### src/rtl/funnel_pkg.sv
package funnel_pkg;

  typedef enum logic [1:0] {
    SHK_LOGIC  = 2'd0,
    SHK_ARITH  = 2'd1,
    SHK_ROTATE = 2'd2,
    SHK_SPARE  = 2'd3
  } shift_kind_e;

  function automatic logic kind_is_rotate(input logic [1:0] kind);
    return kind == SHK_ROTATE;
  endfunction

  function automatic logic kind_is_arith(input logic [1:0] kind);
    return kind == SHK_ARITH;
  endfunction

  // Code 3 has no operation of its own and is folded onto the logical shift.
  function automatic logic kind_is_zero_fill(input logic [1:0] kind);
    return (kind == SHK_LOGIC) || (kind == SHK_SPARE);
  endfunction

endpackage

### src/rtl/funnel_fill.sv
module funnel_fill #(
  parameter int N = 32
) (
  input  logic [N-1:0] opnd_i,
  input  logic [1:0]   kind_i,
  input  logic         dir_left_i,
  output logic [N-2:0] fill_o
);
  import funnel_pkg::*;

  always_comb begin
    fill_o = '0;
    if (dir_left_i) begin
      // The fill sits below the operand. Only a rotate brings the upper bits back in.
      if (kind_is_rotate(kind_i)) fill_o = opnd_i[N-1:1];
    end else begin
      // The fill sits above the operand.
      if (kind_is_rotate(kind_i))     fill_o = opnd_i[N-2:0];
      else if (kind_is_arith(kind_i)) fill_o = {(N-1){opnd_i[N-1]}};
    end
  end

endmodule

### src/rtl/funnel_field.sv
module funnel_field #(
  parameter int N  = 32,
  parameter int KW = $clog2(N),
  localparam int FW = 2*N-1
) (
  input  logic [N-1:0]  opnd_i,
  input  logic [N-2:0]  fill_i,
  input  logic [KW-1:0] amt_i,
  input  logic          dir_left_i,
  output logic [FW-1:0] field_o,
  output logic [KW-1:0] offset_o
);

  // For a power-of-two N, the inverse of k is N-1-k, so no adder is needed.
  function automatic logic [KW-1:0] window_offset(input logic [KW-1:0] k, input logic left);
    return left ? ~k : k;
  endfunction

  always_comb begin
    field_o  = dir_left_i ? {opnd_i, fill_i} : {fill_i, opnd_i};
    offset_o = window_offset(amt_i, dir_left_i);
  end

endmodule

### src/rtl/funnel_mux_stage.sv
module funnel_mux_stage #(
  parameter int FW    = 63,
  parameter int SHIFT = 1
) (
  input  logic [FW-1:0] din_i,
  input  logic          sel_i,
  output logic [FW-1:0] dout_o
);

  always_comb dout_o = sel_i ? (din_i >> SHIFT) : din_i;

endmodule

### src/rtl/funnel_window.sv
module funnel_window #(
  parameter int N  = 32,
  parameter int KW = $clog2(N),
  localparam int FW = 2*N-1
) (
  input  logic [FW-1:0] field_i,
  input  logic [KW-1:0] offset_i,
  output logic [N-1:0]  win_o
);

  logic [FW-1:0] lvl [0:KW];

  assign lvl[0] = field_i;

  // Stage b moves the field down by 2**b when bit b of the offset is set.
  for (genvar b = 0; b < KW; b++) begin : g_stage
    funnel_mux_stage #(
      .FW   (FW),
      .SHIFT(1 << b)
    ) u_stage (
      .din_i (lvl[b]),
      .sel_i (offset_i[b]),
      .dout_o(lvl[b+1])
    );
  end

  assign win_o = lvl[KW][N-1:0];

endmodule

### src/rtl/funnel_shifter.sv
module funnel_shifter #(
  parameter int N = 32,
  localparam int KW = $clog2(N),
  localparam int FW = 2*N-1
) (
  input  logic [N-1:0]  opnd_i,
  input  logic [KW-1:0] amt_i,
  input  logic          dir_left_i,
  input  logic [1:0]    kind_i,
  output logic [N-1:0]  res_o
);

  // Named internal nets, brought out for the checker.
  logic [N-2:0]  fill_bits;
  logic [FW-1:0] funnel_field;
  logic [KW-1:0] win_offset;

  funnel_fill #(.N(N)) u_fill (
    .opnd_i    (opnd_i),
    .kind_i    (kind_i),
    .dir_left_i(dir_left_i),
    .fill_o    (fill_bits)
  );

  funnel_field #(.N(N), .KW(KW)) u_field (
    .opnd_i    (opnd_i),
    .fill_i    (fill_bits),
    .amt_i     (amt_i),
    .dir_left_i(dir_left_i),
    .field_o   (funnel_field),
    .offset_o  (win_offset)
  );

  funnel_window #(.N(N), .KW(KW)) u_window (
    .field_i (funnel_field),
    .offset_i(win_offset),
    .win_o   (res_o)
  );

endmodule

### config.mk
export PLATFORM = sky130hd
export DESIGN_NAME = funnel_shifter
export DESIGN_NICKNAME = d
export VERILOG_FILES = /design/src/rtl/funnel_pkg.sv /design/src/rtl/funnel_fill.sv /design/src/rtl/funnel_field.sv /design/src/rtl/funnel_mux_stage.sv /design/src/rtl/funnel_window.sv /design/src/rtl/funnel_shifter.sv
export SDC_FILE = /design/constraint.sdc
export NUM_CORES = 1
export LEC_CHECK = 0
export BUFFER_PORTS_ARGS = -buffer_cell sky130_fd_sc_hd__buf_4
export CORE_AREA = 2 2 124 126
export DETAILED_ROUTE_END_ITERATION = 8
export DIE_AREA = 0 0 126 128
export GPL_TIMING_DRIVEN = 1
export PLACE_DENSITY = 0.68
export SLEW_MARGIN = 20
export SYNTH_ARGS = -nofsm -noshare
export SYNTH_HDL_FRONTEND = slang
export SYNTH_HIERARCHICAL = 1
export SYNTH_SLANG_ARGS = --single-unit
### constraint.sdc
create_clock -name vclk -period 4.1
set_clock_uncertainty 0.2 [all_clocks]
set_input_delay 0.615 -clock vclk [all_inputs]
set_output_delay 0.615 -clock vclk [all_outputs]
set_load 0.02 [all_outputs]
== Word-level counts from Yosys, hierarchy flattened ==
Index checks and enable logic that the tools add are counted.
Operators by class
  eq/ne operators: 2
  bitwise operators: 1
  muxes and demuxes: 11
Operators with widths (count)
  31-bit 2-to-1 mux: 4
  63-bit 2-to-1 mux: 1
  62-bit 2-to-1 mux: 1
  60-bit 2-to-1 mux: 1
  56-bit 2-to-1 mux: 1
  48-bit 2-to-1 mux: 1
  32-bit 2-to-1 mux: 1
  5-bit 2-to-1 mux: 1
  5-bit NOT: 1
  2-bit by 1-bit equality test with 1-bit output (second input constant): 1
  2-bit equality test (second input constant): 1
Storage, ports and cells
  register bits: 0
  logic and storage cells: 14
  output and inout bits: 32

== Depth between registers and ports, before layout ==
Gate-level depths: netlist of run 1.
  depth in word-level cells: 10
  gate-level depth with buffers: 11
  depth with buffers taken out: 8

== Cells and area by module ==
Netlist of run 1, hierarchy kept.
By module, submodules not included
  funnel_mux_stage at u_window.g_stage[0].u_stage: cells an instance 70, times used 1, area each 1057.3 sq um
  funnel_mux_stage at u_window.g_stage[1].u_stage: cells an instance 70, times used 1, area each 1043.5 sq um
  funnel_mux_stage at u_window.g_stage[2].u_stage: cells an instance 70, times used 1, area each 1022.2 sq um
  funnel_mux_stage at u_window.g_stage[3].u_stage: cells an instance 70, times used 1, area each 987.2 sq um
  funnel_mux_stage at u_window.g_stage[4].u_stage: cells an instance 70, times used 1, area each 902.1 sq um
  funnel_field: cells an instance 76, times used 1, area each 874.6 sq um
  funnel_fill: cells an instance 74, times used 1, area each 688.2 sq um

== Worst setup path after synthesis of run 1 ==
No wires, ideal clock.
  path kind: input -> output
  start: in dir_left_i
  end: out res_o[0]
  arrival: 2.940 ns
  data required time: 3.285 ns
  slack: 0.345 ns
  cell stages on the path: 11
  path through: buf_6 buf_6 buf_6 xor2_1 buf_6 buf_12 mux2_4 mux2_4 mux2_4 mux2_4 mux2_2
RTL lines
  start: declaration: RTL line funnel_shifter.sv:8  | input logic dir_left_i,
  end: declaration: RTL line funnel_shifter.sv:10  | output logic [N-1:0] res_o

==> results of run 1 <==
## metrics by stage
stage                     cell area, µm²  utilization [%]
final                               6575            44.23
after global routing                6575            44.23
after floorplan                     5947                -
after global placement              6575            44.23
after detailed placement            6575            44.23
after CTS                           6575            44.23
## layout by cell type, fill, tap and decap left out
cell type / instances
mux2_4: 259
buf_4: 96
mux2_2: 62
mux2i_1: 31
o21ai_2: 30
buf_12: 14
xor2_4: 5
nand2b_2: 1
nand4bb_4: 1
o21ai_0: 1
## worst max-delay path, delay by kind of cell
family	cells	cell delay, ns
mux	7	1.96
buf+inv	3	0.53
compound gates	1	0.09
## final timing paths
| check | slack (ns) | to |
|---|---|---|
| min | 1.71 | res_o[29] |
| max | 0.1 | res_o[19] |
## routing by layer
| metal | vias up | global-route usage (%) |
|---|---|---|
| met2 | 59 | 28.30 |
| met4 | 0 | 1.939 |
| met1 | 1709 | 20.12 |
| met3 | 8 | 0.9182 |
| met5 | - | 0 |
| li1 | 1786 | - |
## where the power goes
part | leakage, µW | total [µW] | switching, µW | internal (µW)
clock network | 0 | 0 | 0 | 0
logic | 0.00334 | 1780 | 716 | 1060
registers | 0 | 0 | 0 | 0
## final cells by class
type,instances,area share (%)
multi-input combinational,390,81.20
timing repair buffer,110,15.22
tap,188,3.578
==> impl_metrics.ini, run 1 <==
[grt]
grt_overflow_total = 0
grtUsageTotal_pct = 15.32
grt_pass1_wl_um = 20900
grt_max_degree = 36
grt_pass1_vias = 3904
antenna_found_initial = 0

[pwr]
p_leak_uw = 0.003337
ir_drop_mv = 0.1227
power_density_mw_per_mm2 = 270.2
finalPower_uw = 1776

[status]
outcome = finished, final reports clean

[die]
start_util_pct = 40.01
die_h_um = 128
die-area_mm2 = 0.01613
rows = 45
core_area_mm2 = 0.01486
chipWidth_um = 126
pin_count = 72

[route]
route.detailed.drc = 0
vias = 3562
wirelength_um = 12910
viasPerCell = 5.177
drtIter0Drc = 108
wl_met2_um = 6266
drt_pass1_iterations = 4
wl_per_cell_um = 18.77
wl_met3_um = 327
highest_layer = met4
m1WireLength_um = 6146
ant_nets = 0

[critical_path]
crit_slowest_cell = mux2_4
crit_path_start_kind = input port
critPathMaxFanout = 8
critPathKind = in2out
cp-end-kind = output pin
critical_path.cell_chain = buf_4 > buf_4 > mux2i_1 > o21ai_2 > mux2_2 > mux2_4 > mux2_4 > mux2_4 > mux2_4 > mux2_4 > buf_4
critPathLaunch = dir_left_i
critical_path_required_ns = 3.28
arrival_ns = 3.19
cpMostUsedCell = mux2_4
critical_path.max_stage_delay_ns = 0.30

[synth]
synthCells = 439
yosysWarningCount = 6
syn_area_per_cell_um2 = 13.55
synthesis.nets = 479
syn_area_mm2 = 0.005947

[sta]
worst_slack_ns = 0.09739
rsz0062_at_grt = false
tns_ns = 0
setup_viol = 0
worst_pin_slew_ns = 0.5266
max_freq_mhz = 249.8
whs_ns = 1.710
relSlewSlack_pct = 64.84
hold_viol = 0
min_period_ns = 4.003
drv_slew = 0
post-route-period-util_pct = 97.62

[final_layout]
drive_gt1_share_pct = 93.60
design.seq.count = 0
clockBufferCount = 0
fill_cells = 1364
syn_to_final_growth_pct = 10.56
ff_latch_area_um2 = 0
multiInputGateArea_mm2 = 0.005339
finalNonFillerCells = 688
fin_nets = 542
diodes = 0

[placement]
pre_cts_ws_ns = 0.06906
hpwl_um = 11500
routabilityCongestion = 0.8705
dp_cells = 688
portBuffers = 72

[clock_network]
hold_buffers = 0
post_cts_buffers = 0
cts_resized = 0

[min_path]
hold_path.class = in2out
hold_path_depth = 5
min_from = amt_i[3]

[job]
drv_cap = 0
Note: power is estimated with default switching activity, not from simulation.
==> run 2: changes to the inputs <==
Settings changed: ABC_AREA from default to 1, CORE_AREA 2 2 124 126 to 2 2 117 119, DIE_AREA 0 0 126 128 to 0 0 119 121.
==> run 2 against run 1 <==
Compared with the run above:
- synthesized cell count grew to 2.8 times the previous value
- worst hold slack gained 0.056 ns
- worst setup slack gained 0.29 ns
- critical path depth grew 8
- count of clock-buffer cells in the layout is the same
- die area shrank 11%
- via count grew 97%
- maximum frequency grew 7.8%
- utilization shrank 3.3 points
- sequential share of layout area is the same
==> impl_metrics.ini, run 2 <==
[grt]
grt.met3_usage_pct = 1.081
grt-busiest-layer = met2
grtUsageMet1_pct = 34.35
grtUsageTotal_pct = 22.60
grt_overflow_total = 0
grt.met2_usage_pct = 35.63
grt_pass1_wl_um = 27830
grt_pass1_vias = 5920
grt_max_degree = 63
antenna_found_initial = 0

[sta]
setup_viol = 0
worst_pin_slew_ns = 0.8253
hold_viol = 0
drv_slew = 0
relSlewSlack_pct = 44.90
post-route-period-util_pct = 90.57
tns_ns = 0
min_period_ns = 3.714
max_freq_mhz = 269.3
rsz0062_at_grt = false

[final_layout]
ff_latch_area_um2 = 0
drive_gt1_share_pct = 9.481
final_common_cell = nand2_1
final_cell_mix = nand2_1, buf_4, nand3_1
clockBufferCount = 0
diodes = 0
syn_to_final_growth_pct = 2.930
fin_nets = 1276
final_util_pct = 40.98
design.seq.count = 0

[pwr]
finalPower_uw = 954.9
p_switching_uw = 646.1
ir_drop_mv = 0.08499
p_int_uw = 308.8
p_sw_share_pct = 67.66
p_leak_uw = 0.003736
power_frac_comb_pct = 100.0
sequentialPowerShare_pct = 0
clkPwrFrac_pct = 0
power_density_mw_per_mm2 = 178.1

[clock_network]
hold_buffers = 0
post_cts_buffers = 0
cts_resized = 0

[die]
core_area_mm2 = 0.01309
pin_count = 72
die-area_mm2 = 0.01440
start_util_pct = 39.82
die_h_um = 121
chipWidth_um = 119
rows = 42

[critical_path]
critical_path_required_ns = 3.28
crit_path_start_kind = input port
critPathMaxFanout = 31
arrival_ns = 2.90
path_buf_inv = 3
critical_path.max_stage_delay_ns = 0.47
cp.depth = 19
cp_top_family = simple AND/OR/NAND/NOR gates
cp-end-kind = output pin
crit_slowest_cell = nand3_2
critical_path.cell_chain = buf_4 > inv_2 > nand3_2 > nand2_1 > nand2_1 > nand2_1 > nand2_1 > nand2_1 > nand2_1 > nand2_1 > nand2_1 > nand2_1 > nand2_1 > nand2_1 > nand2_1 > nand2_1 > nand2_1 > nand2_1 > buf_4
cpMostUsedCell = nand2_1
critPathKind = in2out

[synth]
syn_area_per_cell_um2 = 4.202
syn_area_mm2 = 0.005210
synthCells = 1240
yosysWarningCount = 6
synthesis.nets = 1280

[route]
ant_nets = 0
drt_pass1_iterations = 7
route.detailed.drc = 0
wl_per_cell_um = 11.64
wirelength_um = 16420
vias = 7034
drtIter0Drc = 804
viasPerCell = 4.989

[placement]
hpwl_um = 12690
routabilityCongestion = 0.9504
portBuffers = 72

[min_path]
hold_path_depth = 8
hold_path.class = in2out

[job]
drv_cap = 0

[status]
outcome = finished, final reports clean
==> run 2: worst paths after layout <==
check / start / to
max: kind_i[1] / res_o[11]
min: amt_i[4] / res_o[29]
==> run 2: layer usage <==
metal | vias up | wire length (µm)
li1 | 3676 | -
met1 | 3032 | 8010
met2 | 296 | 6734
met3 | 30 | 1375
met4 | 0 | 294
met5 | - | 0
==> run 2: per-stage QoR <==
stage / setup slack, ns / hold WS (ns) / instance area [µm²] / std cells
2_1_floorplan: 1.152 / 1.429 / 5210 / 1240
3_3_place_gp: 0.4745 / 1.757 / 5363 / 1410
3_5_place_dp: 0.4231 / 1.759 / 5363 / 1410
4_1_cts: 0.4227 / 1.759 / 5363 / 1410
5_1_grt: 0.09159 / 1.810 / 5363 / 1410
6_report: 0.3865 / 1.766 / 5363 / 1410
==> run 2: area by class of cell <==
class	instances	area [µm²]
inverters	14	72.57
well taps	176	220.2
repair buffers	85	663.1
fillers	1570	7722
multi-input cells	1135	4407
==> run 2: power groups by stage <==
stage | clock network, µW | registers, µW | logic [µW]
after global placement | 0 | 0 | 933
after global routing | 0 | 0 | 1070
after CTS | 0 | 0 | 940
after floorplan | 0 | 0 | 721
after detailed placement | 0 | 0 | 939
final | 0 | 0 | 955
